--- config.mk ---
export PLATFORM = sky130hd
export DESIGN_NAME = dll_lock_seq
export DESIGN_NICKNAME = d
export VERILOG_FILES = /design/src/rtl/dll_lock_seq.sv
export SDC_FILE = /design/constraint.sdc
export NUM_CORES = 1
export LEC_CHECK = 0
export BUFFER_PORTS_ARGS = -buffer_cell sky130_fd_sc_hd__buf_2
export CORE_MARGIN = 3
export CORE_UTILIZATION = 30
export CTS_CLUSTER_DIAMETER = 50
export CTS_CLUSTER_SIZE = 30
export DETAILED_ROUTE_END_ITERATION = 16
export HOLD_SLACK_MARGIN = 0.1
export SKIP_CTS_REPAIR_TIMING = 1
export SLEW_MARGIN = 10
export SYNTH_ARGS = -nofsm -noshare
export SYNTH_HDL_FRONTEND = slang
export SYNTH_SLANG_ARGS = --single-unit
--- constraint.sdc ---
create_clock -name clk -period 3.7 [get_ports clk]
set_input_delay 0.74 -clock clk [delete_from_list [all_inputs] [get_ports clk]]
set_output_delay 0.74 -clock clk [all_outputs]
set_load 0.05 [all_outputs]
--- src/rtl/dll_lock_seq.sv ---
module dll_lock_seq #(
  parameter int TW = 6,
  parameter int DW = 6,
  parameter int FW = 3
) (
  input  logic          clk,
  input  logic          rst_n,
  input  logic          relock,
  input  logic [TW-1:0] therm,
  input  logic          fine_leads,
  input  logic [FW-1:0] lag,
  input  logic          rise_pulse,
  input  logic          fall_pulse,
  output logic          en_path,
  output logic          en_count,
  output logic          en_replica,
  output logic          en_coarse,
  output logic          en_fine,
  output logic [DW-1:0] coarse_code,
  output logic [FW-1:0] fine_code,
  output logic          locked,
  output logic          clk_out,
  output logic          pulse_err
);
  typedef enum logic [2:0] {
    S_PATH, S_COUNT, S_REPL, S_COARSE, S_FINE, S_LOCK
  } step_t;

  step_t step;
  logic [TW+1:0] ext;
  logic [TW-1:0] filt;
  logic [DW-1:0] run_len;
  logic          run_on;

  assign ext = {1'b0, therm, 1'b1};

  for (genvar i = 0; i < TW; i++) begin : g_maj
    assign filt[i] = (ext[i] & ext[i+1]) | (ext[i] & ext[i+2]) | (ext[i+1] & ext[i+2]);
  end

  always_comb begin
    run_on  = 1'b1;
    run_len = '0;
    for (int i = 0; i < TW; i++) begin
      run_on  = run_on & filt[i];
      run_len = run_len + DW'(run_on);
    end
  end

  always_ff @(posedge clk or negedge rst_n) begin
    if (!rst_n)              step <= S_PATH;
    else if (relock)         step <= S_PATH;
    else if (step != S_LOCK) step <= step_t'(step + 3'd1);
  end

  always_ff @(posedge clk or negedge rst_n) begin
    if (!rst_n) begin
      coarse_code <= '0;
      fine_code   <= '0;
    end else if (!relock) begin
      if (step == S_COARSE) coarse_code <= run_len;
      if (step == S_FINE)   fine_code   <= fine_leads ? '0 : lag;
    end
  end

  always_ff @(posedge clk or negedge rst_n) begin
    if (!rst_n) begin
      clk_out   <= 1'b0;
      pulse_err <= 1'b0;
    end else if (rise_pulse && fall_pulse) begin
      pulse_err <= 1'b1;
    end else if (fall_pulse) begin
      clk_out <= 1'b0;
    end else if (rise_pulse) begin
      clk_out <= 1'b1;
    end
  end

  assign en_path    = (step == S_PATH);
  assign en_count   = (step == S_COUNT);
  assign en_replica = (step == S_REPL);
  assign en_coarse  = (step == S_COARSE);
  assign en_fine    = (step == S_FINE);
  assign locked     = (step == S_LOCK);
endmodule

==> impl_metrics.env <==
export IMPL_hold_viol=0
export IMPL_vdd_drop_max_mv=0.319
export IMPL_dr_pass1_iters=4
export IMPL_critical_path_endpoint_type="flop"
export IMPL_clock_path_buffers=2
export IMPL_grt_total_usage_pct=10.3
export IMPL_path_clk_slew_ps=70
export IMPL_cp_max_fo=8
export IMPL_fin_cells=131
export IMPL_area_delta_synth_final_pct=22.1
export IMPL_yosysSeqAreaShare_pct=35.5
export IMPL_nets=129
export IMPL_clock_skew_ps=1.76
export IMPL_cts_buffers=3
export IMPL_critPathArrivalTime_ps=3200
export IMPL_grt_overflow=0
export IMPL_rsz0062_at_grt="no"
export IMPL_wl_um=1460
export IMPL_htree_levels=1
export IMPL_die_w_um=56.9
export IMPL_max_freq_ghz=0.329
export IMPL_required_ps=3860
export IMPL_synth_seq_cells=11
export IMPL_setup_viol=0
export IMPL_cts_sinks=11
export IMPL_initial_utilization_pct=33.2
export IMPL_drcViolationCount=0
export IMPL_outcome="complete, no violations"
export IMPL_cp_start_kind="input port"
export IMPL_grt_max_degree=12
export IMPL_fin_util_pct=40.5
export IMPL_finalCritPeriodShare_pct=82.3
export IMPL_fin_tns_setup_ps=0
export IMPL_grt_pass1_wl_um=2590
export IMPL_avgSynthCellArea_sq_um=10.2
export IMPL_rows=17
export IMPL_die_h_um=56.9
export IMPL_yosys_warnings=0
export IMPL_min_path_type="input port to async pin"
export IMPL_hpwl_um=1220
export IMPL_place_inst=127
export IMPL_power_density_nw_per_um2=562
export IMPL_via_per_inst=4.75
export IMPL_place_gp_congestion=0.679
export IMPL_io_pin_count=32
export IMPL_core_area_sq_um=2340
export IMPL_drtAntennaViolNets=0
export IMPL_finalCriticalPeriod_ps=3040
export IMPL_place_port_buffers=28
export IMPL_drive_gt1_share_pct=41.7
export IMPL_syn_area_sq_um=776
export IMPL_cts_tree="built"
export IMPL_leakagePower_nw=0.500
export IMPL_root_buffer="clkbuf_4"
export IMPL_fin_ws_ps=656
export IMPL_dieArea_sq_um=3230
export IMPL_antenna_found_initial=0
export IMPL_vias=622
export IMPL_cap_viol_max_count=0
export IMPL_initialDrtViolationCount=17
export IMPL_wl_per_cell_um=11.2
export IMPL_post_place_ws_ps=352
export IMPL_insertion_delay_ps=270
export IMPL_ys_types=27
export IMPL_antenna_cells=0
export IMPL_slew_viol_final=0
export IMPL_r2r_start="step[0]$_DFFE_PN0P_"
export IMPL_grt_pass1_vias=618
export IMPL_startpoint="therm[2]"
export IMPL_synthCells=76
export IMPL_critPathKind="input port to flop"
==> final cells by class <==
type	count	area, sq um
tap	28	35.0
inverter	6	22.5
timing repair buffer	28	140
clock inverter	1	5.00
fill	249	1390
sequential	11	275
multi-input combinational	54	447
clock buffer	3	22.5
==> cell usage after synthesis <==
cell type | number | area (sq um)
a21bo_2 | 1 | 10.0
nand4_1 | 2 | 12.5
fa_1 | 3 | 60.1
inv_1 | 6 | 22.5
and2b_2 | 1 | 8.76
mux2_2 | 6 | 67.6
nor2b_1 | 6 | 37.5
nor2_1 | 1 | 3.75
o221ai_1 | 1 | 8.76
o211ai_1 | 2 | 15.0
clkbuf_1 | 3 | 11.3
nand2_1 | 3 | 11.3
buf_2 | 1 | 5.00
ha_1 | 7 | 87.6
conb_1 | 1 | 3.75
nand3_1 | 4 | 20.0
a21o_1 | 1 | 7.51
mux2i_1 | 1 | 10.0
and2_1 | 1 | 6.26
a31oi_1 | 1 | 6.26
buf_4 | 3 | 22.5
and3b_2 | 1 | 10.0
a21oi_1 | 5 | 25.0
dfrtp_1 | 11 | 275
or2_2 | 2 | 12.5
maj3_1 | 1 | 10.0
nor3_1 | 1 | 5.00
==> final timing paths <==
| kind | slack (ps) | depth (start not counted) | end |
|---|---|---|---|
| setup / recovery | 660 | 8 | coarse_code[1]$_DFFE_PN0P_ |
| hold / removal | 320 | 1 | fine_code[2]$_DFFE_PN0P_ |
| setup reg to reg | 2250 | 4 | coarse_code[2]$_DFFE_PN0P_ |
| hold reg to reg | 480 | 1 | pulse_err$_DFFE_PN0P_ |
| max in group asynchronous | 3180 | 1 | coarse_code[0]$_DFFE_PN0P_ |
| min in group clk | 480 | 1 | pulse_err$_DFFE_PN0P_ |
==> sequential cells by signal, indices dropped and copies added, names as in the netlist <==
register,cells
clk_out,1
pulse_err,1
step,3
fine_code,3
coarse_code,3
==> layer usage <==
metal | GRT usage [%] | vias to the layer above | share of wire (%)
met3 | 2.30 | 5 | 8.8
met1 | 12.1 | 287 | 41
met5 | 0 | - | 0
li1 | - | 303 | -
met2 | 16.7 | 27 | 47
met4 | 6.95 | 0 | 2.9
==> metrics by stage <==
stage               total power [W]  cell area [sq um]  hold WS, ps
global placement           0.000452                920          459
floorplan                  0.000392                783          444
detailed placement         0.000458                920          452
finish                     0.000533                947          321
CTS                        0.000544                947          321
global route               0.000572                947          329
==> where the power goes <==
part,total [W],internal (W),switching [W]
combinational,0.000278,0.0000796,0.000199
clock,0.0000812,0.0000400,0.0000412
sequential,0.000173,0.000154,0.0000191
total,0.000533,0.000274,0.000259
==> placed cells by master, fill, tap and decap left out, drive strengths merged, types with 3 or more instances in the layout <==
| cell | count |
|---|---|
| ha | 7 |
| nand2 | 3 |
| dfrtp | 11 |
| a21oi | 5 |
| mux2 | 6 |
| nand3 | 4 |
| fa | 3 |
| buf | 28 |
| nor2b | 6 |
| inv | 6 |
| conb | 3 |
| clkbuf | 3 |
==> worst max-delay path: stages <==
cell	delay, ps
buf_2	160
a31oi_1	120
nor3_1	280
fa_1	480
fa_1	480
ha_1	230
fa_1	440
mux2_2	270
==> logic make-up (layout without fill, tap and decap cells) <==
| group | count (synthesis) | in the layout | share of synthesized area, % |
|---|---|---|---|
| AO/OA/AOI/OAI | 11 | 11 | 9.35 |
| adder cells (fa/ha/maj) | 11 | 11 | 20.3 |
| buffers and inverters | 13 | 38 | 7.90 |
| flip-flops | 11 | 11 | 35.5 |
| multiplexers | 7 | 7 | 10.0 |
| other | 1 | 3 | 0.483 |
| AND/OR/NAND/NOR | 22 | 22 | 16.5 |
(Power assumes the default switching activity.)
